### src/rtl/rampseq_pkg.sv
package rampseq_pkg;
  typedef enum logic [1:0] {
    ST_IDLE  = 2'd0,
    ST_RRAMP = 2'd1,
    ST_HOLD  = 2'd2,
    ST_SRAMP = 2'd3
  } seq_st_t;
endpackage

### src/rtl/rampseq_ctrl.sv
module rampseq_ctrl
  import rampseq_pkg::*;
#(
  parameter int CODE_W = 11,
  parameter int STEP_W = 12,
  parameter int HOLD_W = 8
) (
  input  logic              clk,
  input  logic              rst,
  input  logic              start_i,
  input  logic              step_en_i,
  input  logic [STEP_W-1:0] steps_i,
  input  logic [HOLD_W-1:0] hold_i,
  input  logic [CODE_W-1:0] fix_off_i,
  input  logic              fix_load_i,
  output logic              ld_o,
  output logic [CODE_W-1:0] ld_val_o,
  output logic              inc_o,
  output logic              done_o,
  output logic              ramp_o,
  output logic              sig_o
);
  seq_st_t           st_q, st_d;
  logic [STEP_W-1:0] cnt_q, steps_q;
  logic [HOLD_W-1:0] hcnt_q, hold_q;
  logic [CODE_W-1:0] off_q, off_act_q;
  logic              done_q, end_ramp, phase_go;

  // phase sequencing: every phase entry or exit reloads the code register
  always_comb begin
    st_d     = st_q;
    ld_o     = 1'b0;
    ld_val_o = '0;
    inc_o    = 1'b0;
    end_ramp = 1'b0;
    phase_go = 1'b0;
    case (st_q)
      ST_IDLE: begin
        if (start_i) begin
          st_d     = ST_RRAMP;
          ld_o     = 1'b1;
          phase_go = 1'b1;
        end
      end
      ST_RRAMP: begin
        if (cnt_q == steps_q) begin
          st_d     = ST_HOLD;
          ld_o     = 1'b1;
          end_ramp = 1'b1;
        end else begin
          inc_o = step_en_i;
        end
      end
      ST_HOLD: begin
        if (hcnt_q == hold_q && start_i) begin
          st_d     = ST_SRAMP;
          ld_o     = 1'b1;
          ld_val_o = off_act_q;
          phase_go = 1'b1;
        end
      end
      ST_SRAMP: begin
        if (cnt_q == steps_q) begin
          st_d     = ST_IDLE;
          ld_o     = 1'b1;
          end_ramp = 1'b1;
        end else begin
          inc_o = step_en_i;
        end
      end
      default: st_d = ST_IDLE;
    endcase
  end

  always_ff @(posedge clk) begin
    if (rst) begin
      st_q      <= ST_IDLE;
      cnt_q     <= '0;
      steps_q   <= '0;
      hcnt_q    <= '0;
      hold_q    <= '0;
      off_q     <= '0;
      off_act_q <= '0;
      done_q    <= 1'b0;
    end else begin
      st_q   <= st_d;
      done_q <= end_ramp;
      if (fix_load_i) off_q <= fix_off_i;
      if (phase_go) begin
        steps_q <= steps_i;
        cnt_q   <= '0;
      end else if (inc_o) begin
        cnt_q <= cnt_q + 1'b1;
      end
      // frame-level values are frozen when the reset-phase ramp is launched
      if (st_q == ST_IDLE && start_i) begin
        hold_q    <= hold_i;
        off_act_q <= off_q;
      end
      if (st_q == ST_RRAMP) hcnt_q <= '0;
      else if (st_q == ST_HOLD && hcnt_q != hold_q) hcnt_q <= hcnt_q + 1'b1;
    end
  end

  assign done_o = done_q;
  assign ramp_o = (st_q == ST_RRAMP) || (st_q == ST_SRAMP);
  assign sig_o  = (st_q == ST_SRAMP);

  // the end-of-ramp pulse never lasts two cycles
  p_done_pulse_r5: assert property (@(posedge clk) disable iff (rst)
    done_q |=> !done_q);

  // the hold interval cannot be left before its count is reached
  p_hold_wait_r7: assert property (@(posedge clk) disable iff (rst)
    (st_q == ST_HOLD && hcnt_q != hold_q) |=> (st_q == ST_HOLD));

  // the correction in use stays fixed for the whole frame
  p_frame_off_r9: assert property (@(posedge clk) disable iff (rst)
    (st_q != ST_IDLE) |=> $stable(off_act_q));
endmodule

### src/rtl/rampseq_acc.sv
module rampseq_acc #(
  parameter int CODE_W = 11
) (
  input  logic              clk,
  input  logic              rst,
  input  logic              ld_i,
  input  logic [CODE_W-1:0] ld_val_i,
  input  logic              inc_i,
  output logic [CODE_W-1:0] code_o
);
  localparam logic [CODE_W-1:0] PEAK = '1;

  logic [CODE_W-1:0] code_q;

  always_ff @(posedge clk) begin
    if (rst)                         code_q <= '0;
    else if (ld_i)                   code_q <= ld_val_i;
    else if (inc_i && code_q != PEAK) code_q <= code_q + 1'b1;
  end

  assign code_o = code_q;

  // one enabled step moves the code up by exactly one
  p_step_r4: assert property (@(posedge clk) disable iff (rst)
    (inc_i && !ld_i && code_q != PEAK) |=> (code_q == $past(code_q) + 1'b1));

  // full scale is sticky while stepping
  p_sat_r6: assert property (@(posedge clk) disable iff (rst)
    (inc_i && !ld_i && code_q == PEAK) |=> (code_q == PEAK));
endmodule

### src/rtl/rampseq_seg.sv
module rampseq_seg #(
  parameter int          CODE_W   = 11,
  parameter int          BIN_W    = 5,
  parameter logic [31:0] RST_CODE = 32'd0
) (
  input  logic              clk,
  input  logic              rst,
  input  logic [CODE_W-1:0] code_i,
  output logic [CODE_W-1:0] code_o,
  output logic [BIN_W-1:0]  bin_o,
  output logic [(1<<(CODE_W-BIN_W))-2:0] therm_o
);
  localparam int TW    = CODE_W - BIN_W;
  localparam int LINES = (1 << TW) - 1;
  localparam logic [CODE_W-1:0] RST_C = RST_CODE[CODE_W-1:0];

  logic [TW-1:0]    upper;
  logic [LINES-1:0] therm_d, therm_rst;

  assign upper = code_i[CODE_W-1:BIN_W];

  for (genvar k = 0; k < LINES; k++) begin : g_line
    assign therm_d[k]   = (upper > TW'(k));
    assign therm_rst[k] = (RST_C[CODE_W-1:BIN_W] > TW'(k));
  end

  always_ff @(posedge clk) begin
    if (rst) begin
      code_o  <= RST_C;
      bin_o   <= RST_C[BIN_W-1:0];
      therm_o <= therm_rst;
    end else begin
      code_o  <= code_i;
      bin_o   <= code_i[BIN_W-1:0];
      therm_o <= therm_d;
    end
  end

  // number of active thermometer lines tracks the upper code field
  p_therm_r1: assert property (@(posedge clk) disable iff (rst)
    $countones(therm_o) == int'(code_o[CODE_W-1:BIN_W]));
endmodule

### src/rtl/rampseq_top.sv
module rampseq_top #(
  parameter int CODE_W = 11,
  parameter int BIN_W  = 5,
  parameter int STEP_W = 12,
  parameter int HOLD_W = 8
) (
  input  logic              clk,
  input  logic              rst,
  input  logic              start_i,
  input  logic              step_en_i,
  input  logic [STEP_W-1:0] steps_i,
  input  logic [HOLD_W-1:0] hold_i,
  input  logic [CODE_W-1:0] fix_off_i,
  input  logic              fix_load_i,
  output logic [CODE_W-1:0] rf_code_o,
  output logic [CODE_W-1:0] rc_code_o,
  output logic [BIN_W-1:0]  rf_bin_o,
  output logic [(1<<(CODE_W-BIN_W))-2:0] rf_therm_o,
  output logic [BIN_W-1:0]  rc_bin_o,
  output logic [(1<<(CODE_W-BIN_W))-2:0] rc_therm_o,
  output logic              done_o,
  output logic              ramp_active_o,
  output logic              sig_phase_o
);
  localparam logic [CODE_W-1:0] PEAK = '1;

  logic              ld, inc, ramp_c, sig_c;
  logic [CODE_W-1:0] ld_val, rf_c, rc_c;

  rampseq_ctrl #(.CODE_W(CODE_W), .STEP_W(STEP_W), .HOLD_W(HOLD_W)) u_ctrl (
    .clk, .rst, .start_i, .step_en_i, .steps_i, .hold_i, .fix_off_i, .fix_load_i,
    .ld_o(ld), .ld_val_o(ld_val), .inc_o(inc), .done_o(done_o),
    .ramp_o(ramp_c), .sig_o(sig_c)
  );

  rampseq_acc #(.CODE_W(CODE_W)) u_acc (
    .clk, .rst, .ld_i(ld), .ld_val_i(ld_val), .inc_i(inc), .code_o(rf_c)
  );

  assign rc_c = PEAK - rf_c;

  rampseq_seg #(.CODE_W(CODE_W), .BIN_W(BIN_W), .RST_CODE(32'd0)) u_seg_rf (
    .clk, .rst, .code_i(rf_c), .code_o(rf_code_o), .bin_o(rf_bin_o), .therm_o(rf_therm_o)
  );

  rampseq_seg #(.CODE_W(CODE_W), .BIN_W(BIN_W), .RST_CODE(32'(PEAK))) u_seg_rc (
    .clk, .rst, .code_i(rc_c), .code_o(rc_code_o), .bin_o(rc_bin_o), .therm_o(rc_therm_o)
  );

  // phase flags are delayed to line up with the registered codes
  always_ff @(posedge clk) begin
    if (rst) begin
      ramp_active_o <= 1'b0;
      sig_phase_o   <= 1'b0;
    end else begin
      ramp_active_o <= ramp_c;
      sig_phase_o   <= sig_c;
    end
  end

  // the two output registers always sum to full scale
  p_sum_r2: assert property (@(posedge clk) disable iff (rst)
    (rf_code_o + rc_code_o) == PEAK);
endmodule

### config.mk
export PLATFORM = sky130hd
export DESIGN_NAME = rampseq_top
export DESIGN_NICKNAME = d
export VERILOG_FILES = /design/src/rtl/rampseq_pkg.sv /design/src/rtl/rampseq_ctrl.sv /design/src/rtl/rampseq_acc.sv /design/src/rtl/rampseq_seg.sv /design/src/rtl/rampseq_top.sv
export SDC_FILE = /design/constraint.sdc
export NUM_CORES = 1
export LEC_CHECK = 0
export ABC_AREA = 0
export BUFFER_PORTS_ARGS = -buffer_cell sky130_fd_sc_hd__buf_2
export CAP_MARGIN = 20
export CORE_MARGIN = 8
export CORE_UTILIZATION = 47
export DETAILED_ROUTE_END_ITERATION = 8
export PLACE_DENSITY = 0.86
export SYNTH_ARGS = -nofsm -noshare
export SYNTH_HDL_FRONTEND = slang
export SYNTH_SLANG_ARGS = --single-unit
### constraint.sdc
create_clock -name clk -period 1.8 [get_ports clk]
set_input_delay 0.09 -clock clk [delete_from_list [all_inputs] [get_ports clk]]
set_output_delay 0.09 -clock clk [all_outputs]
set_load 0.01 [all_outputs]
==> flow_summary.yaml, run 1 <==
timing:
  finalWorstSetupSlack_ns: -0.158
  fin_setup_tns_ns: -1.28
  slew_headroom_pct: 63.6
  rsz0062_at_grt: "yes"
  fin_crit_sh_pct: 109
  tightest_slew_ns: 0.541
  setup_viol: 14
  skew_ns: 0.0106
  report.final.hold_viol_count: 0
  fmax_ghz: 0.511
  slew_viol_final: 0
  fin_crit_ns: 1.96
layout:
  layout_common_cells: "207 x dfxtp_1, 196 x buf_2, 115 x nand2_1"
  nFillCells: 1176
  antenna_cells: 0
  regArea_um2: 4550
  nNetsFinal: 1112
  final_area_um2: 10600
  syn_to_final_growth_pct: 40.9
  drive_gt1_share_pct: 35.1
  stdcell_count: 1301
  layout_commonest_cell: "dfxtp_1"
  fin_util_pct: 67.2
  multi_input_area_um2: 2720
floorplan:
  die_h_um: 142
  die_w_um: 142
  dieArea_um2: 20200
  io_pins: 197
  core_area_um2: 15700
  initial_core_util_pct: 47.7
  rows: 46
cts:
  tritoncts: "done"
  clockBufferDepth: 3
  htree_levels: 1
  cts_buffers: 23
  clkTransAtPathRegs_ns: 0.06
  clk_latency_ns: 0.51
  cts-root-buf: "clkbuf_16"
  cts.sinks: 226
drt:
  drc: 0
  num_vias: 6367
  drtAntennaViolNets: 0
  finalWirelength_mm: 22.1
  vias_per_cell: 4.89
  first_iter_violations: 421
  routed_wire_length_per_instance_um: 17.0
  firstDrtPassIters: 5
placed_design:
  dpl.cell_count: 1215
  place_area_um2: 9030
  hpwl_mm: 15.0
  port_buffers: 196
  routabilityCongestion: 0.849
setup_path:
  ff2ff_setup_slack_ns: -0.16
  arrival_ns: 2.37
  crit_required_ns: 2.22
  endpoint_kind: "register"
  crit_path_max_fanout: 4
  startpoint_type: "register"
  critPathKind: "reg2reg"
  reg2reg_depth: 9
status:
  status: "finished with violations"
  violations: "negative setup slack"
grt:
  grt_start_max_net_pins: 33
  overflow: 0
  grt_pass1_vias: 6448
  antenna_found_initial: 0
  grt_pass1_wl_mm: 33.4
  grt_usage_pct: 20.4
flow_run:
  drv_cap: 0
yosys:
  ys_warn_count: 0
  ys_types: 50
  synth_area_um2: 7490
  synth_top_cell_area_share_pct: 60.4
  yosysTopAreaCell: "dfxtp_1"
  synth_nets: 828
  ys_top_cells_by_area: "dfxtp_1 60%, nand2_1 5.8%, inv_1 4.3%, nor2_1 4.0%, a21oi_1 3.7%"
  syn_area_per_cell_um2: 9.55
  synth_cells: 784
  ys_ff_latch: 226
  ys_seq_area_share_pct: 60.4
power_and_ir_drop:
  total_power_mw: 12.7
  p_leak_nw: 4.81
  peakVddDrop_mv: 0.824
  power_density_nw_per_um2: 1210
min_path:
  hold_path_depth: 3
  worstHoldPathType: "in2reg"
synth_stat cells (all sizes together):
library cell / number
a31o: 1
o311ai: 1
o2111ai: 1
o21a: 2
nor3: 6
nand2: 115
inv: 85
nor2: 79
a21oi: 56
ha: 8
nand2b: 4
nor4: 5
buf: 21
a32oi: 1
clkinv: 2
clkbuf: 23
nor3b: 1
mux2i: 14
nand3b: 1
o22ai: 1
a221oi: 7
a31oi: 4
xnor2: 14
and2: 5
a311oi: 1
o31ai: 3
a211oi: 3
dfxtp: 226
or2: 6
xor2: 23
or3: 3
and3: 6
a2111oi: 1
nand3: 4
a311o: 2
nor2b: 1
o21ai: 16
a21o: 11
a211o: 2
o2bb2ai: 3
and4: 2
nand4: 14
metal layers:
layer  routed length (um)  part of all wire, %  track usage [%]
met5                    0                    0                0
met4                  495                  2.2             5.88
met3                 1770                  8.0             4.73
met2                11500                   52             38.1
met1                 8270                   37             22.6
flip-flops by register name, summed over array words and instances, names as in the netlist, 8 cells and up:
signal            cells
u_acc.code_o         11
u_ctrl.cnt_q         12
u_ctrl.hcnt_q         8
u_ctrl.hold_q         8
u_ctrl.off_act_q     11
u_ctrl.off_q         11
u_ctrl.steps_q       12
u_seg_rc.therm_o     63
u_seg_rf.therm_o     63
critical path, cell delays in order (launching register included):
cell	delay, ns
dfxtp_2	0.33
xor2_2	0.18
nor4_4	0.25
buf_4	0.17
nand4_1	0.13
nand3b_1	0.23
buf_4	0.16
buf_6	0.12
o2bb2ai_2	0.06
a221oi_2	0.23
power by group:
part	leakage [nW]	switching (mW)	internal (mW)
clock network	0.397	1.94	3.14
logic	2.57	1.26	1.03
registers	1.84	0.155	5.21
through the flow:
| step | hold WS, ns | setup slack, ns |
|---|---|---|
| after floorplan | 0.223 | -0.0479 |
| after global placement | 0.320 | -0.0809 |
| after detailed placement | 0.332 | -0.136 |
| after CTS | 0.0356 | -0.0807 |
| after global routing | 0.0697 | -0.255 |
| final | 0.0537 | -0.158 |
timing repair:
item	CTS	global route
setup endpoints to repair	29	39
buffers inserted	2	9
endpoints found under the hold margin	33	0
resized for setup	18	50
hold buffers	32	0
cloned	0	2
pin swaps	6	25
area by class of cell:
type | count | share of cell area, %
sequential | 226 | 43.1
timing repair buffer | 302 | 17.8
tap | 216 | 2.56
multi-input combinational | 428 | 25.7
clock buffer | 29 | 5.76
inverter | 87 | 3.09
clock inverter | 13 | 1.97
worst paths after layout:
path | start | to
min reg2reg | u_ctrl.off_q[7] | u_ctrl.off_act_q[7]
min | fix_load_i | u_ctrl.off_q[10]
max reg2reg | u_ctrl.steps_q[11] | u_acc.code_o[10]
max | u_ctrl.steps_q[11] | u_acc.code_o[10]
kinds of logic after synthesis:
kind of cell             share of synthesized area [%]
XOR/XNOR                                          4.33
AND/OR/NAND/NOR                                   15.1
flip-flops                                        60.4
multiplexers                                      1.87
adder cells (fa/ha/maj)                           1.34
buffers and inverters                             7.25
AO/OA/AOI/OAI                                     9.69
No activity file was read; power rests on OpenSTA's default activity.
==> run 2, diff against run 1 <==
CORE_UTILIZATION = 52   (was 47)
PLACE_DENSITY = 0.9   (was 0.86)
clock period = 1.9 ns   (was 1.8 ns; I/O delays follow)
==> run 2 against run 1 <==
Net effect:
- the flow still finishes with violations (negative setup slack)
- sequential power is 5.8% lower
- highest routed layer unchanged
- clock power decreased by 10%
- non-clock buffer count down 13
- cell count fell by 3.6%
- critical endpoint is now u_acc.code_o[3]
- worst hold slack better by 0.027 ns
==> flow_summary.yaml, run 2 (same netlist as run 1, synthesis figures left out) <==
setup_path:
  endpoint_kind: "register"
  ff2ff_setup_slack_ns: -0.07
  timing.rr.start: "u_ctrl.cnt_q[2]"
  r2r_end: "u_acc.code_o[3]"
  reg2reg_depth: 7
  arrival_ns: 2.37
  crit_required_ns: 2.30
  crit_start: "u_ctrl.cnt_q[2]"
  critPathCapture: "u_acc.code_o[3]"
  critPathKind: "reg2reg"
  crit_path_max_fanout: 6
  startpoint_type: "register"
drt:
  firstDrtPassIters: 5
  routed_wire_length_per_instance_um: 17.0
  drtAntennaViolNets: 0
  finalWirelength_mm: 21.3
  vias_per_cell: 5.06
  num_vias: 6343
  drc: 0
  first_iter_violations: 387
floorplan:
  initial_core_util_pct: 52.3
  die_w_um: 136
  die_h_um: 136
  dieArea_um2: 18500
  io_pins: 197
  rows: 44
  core_area_um2: 14300
placed_design:
  port_buffers: 196
  hpwl_mm: 14.8
  dp_worst_setup_slack_ns: -0.101
  routabilityCongestion: 0.867
  dpl.cell_count: 1175
layout:
  drive_gt1_share_pct: 31.2
  syn_to_final_growth_pct: 36.1
  layout_common_cells: "221 x dfxtp_1, 196 x buf_2, 115 x nand2_1"
  regArea_um2: 4530
  stdcell_count: 1254
  reg_top3: "u_seg_rc.therm_o x63, u_seg_rf.therm_o x63"
  multi_input_area_um2: 2550
  antenna_cells: 0
  nNetsFinal: 1098
  layout_commonest_cell: "dfxtp_1"
  nFillCells: 998
cts:
  cts_buffers: 22
  cts.sinks: 226
  tritoncts: "done"
  clkTransAtPathRegs_ns: 0.07
  clockBufferDepth: 3
  cts-root-buf: "clkbuf_16"
  clk_latency_ns: 0.51
  htree_levels: 1
grt:
  grt_pass1_wl_mm: 32.8
  grt_usage_pct: 22.2
  grt_start_max_net_pins: 71
  overflow: 0
  antenna_found_initial: 0
  grt_pass1_vias: 6364
status:
  status: "finished with violations"
  violations: "negative setup slack"
timing:
  fin_crit_ns: 1.97
  fmax_ghz: 0.508
  slew_headroom_pct: 50.6
  hold_slack_ns: 0.0811
  report.final.hold_viol_count: 0
  tightest_slew_ns: 0.741
  rsz0062_at_grt: "yes"
  skew_ns: 0.0303
  setup_viol: 11
  slew_viol_final: 0
  finalWorstSetupSlack_ns: -0.0692
  fin_crit_sh_pct: 104
min_path:
  worstHoldPathType: "in2reg"
power_and_ir_drop:
  p_leak_nw: 4.71
  power_density_nw_per_um2: 1130
  peakVddDrop_mv: 0.780
flow_run:
  drv_cap: 0
==> run 2: changes by cell type in the layout (fill, tap and decap cells not counted), moves of 5 or more <==
cell,change
dfxtp_1,+14
dfxtp_2,-14
buf_4,-10
xor2_1,+5
==> run 2: power by group <==
part	switching, mW	leakage [nW]	total, mW	internal, mW
Sequential	0.136	1.83	5.06	4.93
Clock	1.83	0.374	4.56	2.72
Combinational	1.06	2.51	1.88	0.824
Total	3.02	4.71	11.5	8.47
==> run 2: what timing repair did <==
item / CTS / global route
gates cloned: 1 / 0
endpoints found under the hold margin: 34 / 0
hold buffers: 32 / 0
pin swaps: 9 / 9
gates resized for setup: 14 / 16
buffers inserted: 4 / 3
setup endpoints to repair: 16 / 33
==> run 2: worst min path at each step <==
stage / from / endpoint / slack, ns / cells past startpoint
after global placement: fix_off_i[10] / u_ctrl.off_q[10] / 0.33 / 3
after floorplan: hold_i[0] / u_ctrl.hold_q[0] / 0.23 / 2
after global routing: fix_load_i / u_ctrl.off_q[3] / 0.08 / 3
final: fix_load_i / u_ctrl.off_q[2] / 0.08 / 3
after CTS: fix_load_i / u_ctrl.off_q[8] / 0.04 / 3
after detailed placement: fix_off_i[7] / u_ctrl.off_q[7] / 0.34 / 3
==> run 2: worst max-delay path, stage by stage, from the launching register on <==
cell	delay, ns
dfxtp_2	0.33
xor2_2	0.19
nor4_4	0.32
buf_4	0.20
a31oi_4	0.10
and2_4	0.21
a211o_1	0.28
a221oi_2	0.23
==> run 2: cell type report <==
cell class,instances,area share [%]
sequential,226,44.4
multi-input combinational,428,25.1
timing repair buffer,289,17.4
clock buffer,28,6.01
inverter,87,3.22
tap,184,2.26
clock inverter,12,1.61
==> run 2: per-layer routing <==
layer	global-route usage [%]	up-vias	part of all wire, %
li1	-	3046	-
met1	24.0	2962	37
met2	41.1	286	52
met3	4.51	49	8.4
met4	8.97	0	3.0
met5	0	-	0
==> run 2: stage by stage <==
stage	area, um^2	power, mW	utilization (%)	setup TNS, ns
final	10200	11.5	71.2	-0.328
after global routing	10200	11.9	71.2	-1.25
after CTS	10100	11.5	70.7	-0.0132
after detailed placement	8920	6.76	62.4	-0.165
after global placement	8920	6.71	62.4	0
after floorplan	7500	6.22	-	0
==> run 3, diff against run 2 <==
BUFFER_PORTS_ARGS = not set   (was -buffer_cell sky130_fd_sc_hd__buf_2)
CORE_UTILIZATION = 62   (was 52)
DONT_BUFFER_PORTS = 1   (was not set)
PLACE_DENSITY = 0.89   (was 0.9)
==> run 3 against run 2 <==
Net effect:
- worst hold slack worse by 0.025 ns
- critical path type unchanged
- the run still ends with negative setup slack left
- sequential cell count did not move
- maximum frequency is 0.87% lower
- core utilization grew 7.2 points
- die area is 14% lower
- count of clock-buffer cells in the layout unchanged
- sequential share of layout area is 4.1 points higher
- critical endpoint is now u_acc.code_o[9]
==> flow_summary.yaml, run 3 (same netlist as run 1, synthesis figures left out) <==
setup_path:
  r2r_end: "u_acc.code_o[9]"
  slowest_delay_ns: 0.38
  crit_required_ns: 2.30
  arrival_ns: 2.38
  critPathKind: "reg2reg"
  endpoint_kind: "register"
  timing.rr.start: "u_ctrl.st_q[0]"
  reg2reg_depth: 8
  ff2ff_setup_slack_ns: -0.09
  startpoint_type: "register"
  slowest_stage: "dfxtp_1"
  crit_chain: "inv_1, ha_1, nand2_2, nor3_4, nand3b_1, buf_6, a311o_1, a221oi_1"
  crit_path_max_fanout: 7
grt:
  antenna_found_initial: 1
  gr-usage-met1_pct: 27.3
  met2_usage_pct: 45.3
  grt_pass1_wl_mm: 31.6
  grt_usage_pct: 24.7
  overflow: 0
  grt_pass1_vias: 5768
  top_usage_layer: "met2"
  grt_start_max_net_pins: 90
  grtUsageMet3_pct: 5.49
floorplan:
  core_area_um2: 11900
  dieArea_um2: 15900
  io_pins: 197
  rows: 40
  die_h_um: 126
  die_w_um: 126
  initial_core_util_pct: 62.9
drt:
  num_vias: 5869
  finalWirelength_mm: 21.7
  routed_wire_length_per_instance_um: 21.0
  vias_per_cell: 5.69
  firstDrtPassIters: 5
  first_iter_violations: 537
  drc: 0
  drtAntennaViolNets: 0
layout:
  layout_commonest_cell: "dfxtp_1"
  stdcell_count: 1032
  reg_top3: "u_seg_rc.therm_o x63, u_seg_rf.therm_o x63"
  drive_gt1_share_pct: 16.4
  nNetsFinal: 915
  syn_to_final_growth_pct: 24.8
  regArea_um2: 4540
  multi_input_area_um2: 2600
  layout_common_cells: "217 x dfxtp_1, 114 x nand2_1, 85 x inv_1"
  nFillCells: 673
  antenna_cells: 0
timing:
  skew_ns: 0.0110
  fin_setup_tns_ns: -0.207
  finalWorstSetupSlack_ns: -0.0864
  slew_headroom_pct: 61.6
  tightest_slew_ns: 0.569
  slew_viol_final: 0
  report.final.hold_viol_count: 0
  fin_crit_ns: 1.99
  fmax_ghz: 0.503
  setup_viol: 8
  rsz0062_at_grt: "yes"
  hold_slack_ns: 0.0565
  fin_crit_sh_pct: 105
cts:
  cts.sinks: 226
  tritoncts: "done"
  clkTransAtPathRegs_ns: 0.06
  htree_levels: 1
  cts_buffers: 22
  clockBufferDepth: 3
  cts-root-buf: "clkbuf_16"
  clk_latency_ns: 0.49
power_and_ir_drop:
  p_leak_nw: 3.98
  power_density_nw_per_um2: 1240
  peakVddDrop_mv: 0.975
  total_power_mw: 11.6
flow_run:
  drv_cap: 0
min_path:
  worstHoldPathType: "in2reg"
  min_from: "start_i"
  hold_end: "u_ctrl.st_q[0]"
  hold_path_depth: 3
status:
  violations: "negative setup slack"
  status: "finished with violations"
placed_design:
  dp_worst_setup_slack_ns: -0.0641
  hpwl_mm: 13.4
  port_buffers: 0
  dpl.cell_count: 935
  routabilityCongestion: 0.881
## run 3: layout make-up
cell class / instances / share of cell area, %
sequential: 226 / 48.6
inverter: 87 / 3.49
multi-input combinational: 429 / 27.8
clock inverter: 10 / 1.59
tap: 147 / 1.97
clock buffer: 28 / 6.57
timing repair buffer: 105 / 9.99
## run 3: metrics by stage
stage	cell area, um^2	utilization (%)
finish	9350	78.5
global route	9350	78.5
CTS	9130	76.6
detailed placement	7830	65.8
global placement	7830	65.8
floorplan	7500	-
## run 3: worst max-delay path by stage
stage                                   from         endpoint
after floorplan              u_ctrl.cnt_q[3]  u_acc.code_o[3]
after global placement       u_ctrl.cnt_q[3]  u_acc.code_o[5]
after global routing      u_ctrl.steps_q[11]  u_acc.code_o[4]
final                         u_ctrl.st_q[0]  u_acc.code_o[9]
after detailed placement     u_ctrl.cnt_q[3]  u_acc.code_o[2]
after CTS                    u_ctrl.cnt_q[5]  u_acc.code_o[9]
## run 3: worst max-delay path, delay by kind of cell, from the launching register on
| family | cells | cell delay, ns |
|---|---|---|
| AOI/OAI and AO/OA | 2 | 0.52 |
| adders and majority gates | 1 | 0.24 |
| and+or+nand+nor | 3 | 0.44 |
| buffers and inverters | 2 | 0.32 |
| DFF | 1 | 0.38 |
## run 3: timing repair
item / 4_1_cts / 5_1_grt
pin swaps: 4 / 15
hold buffers: 45 / 0
resized for setup: 12 / 33
endpoints found under the setup margin: 21 / 27
cloned: 0 / 3
buffers inserted: 2 / 9
hold endpoints to repair: 158 / 0
## run 3: power breakdown
group / total (mW) / switching (mW) / internal (mW)
Sequential: 5.12 / 0.183 / 4.93
Clock: 4.48 / 1.76 / 2.71
Combinational: 2.02 / 1.13 / 0.893
Total: 11.6 / 3.07 / 8.54
## run 3: per-layer routing
metal	wire length, um	part of all wire, %
met2	11100	51
met5	12	0.055
met4	745	3.4
met3	1770	8.2
met1	8030	37
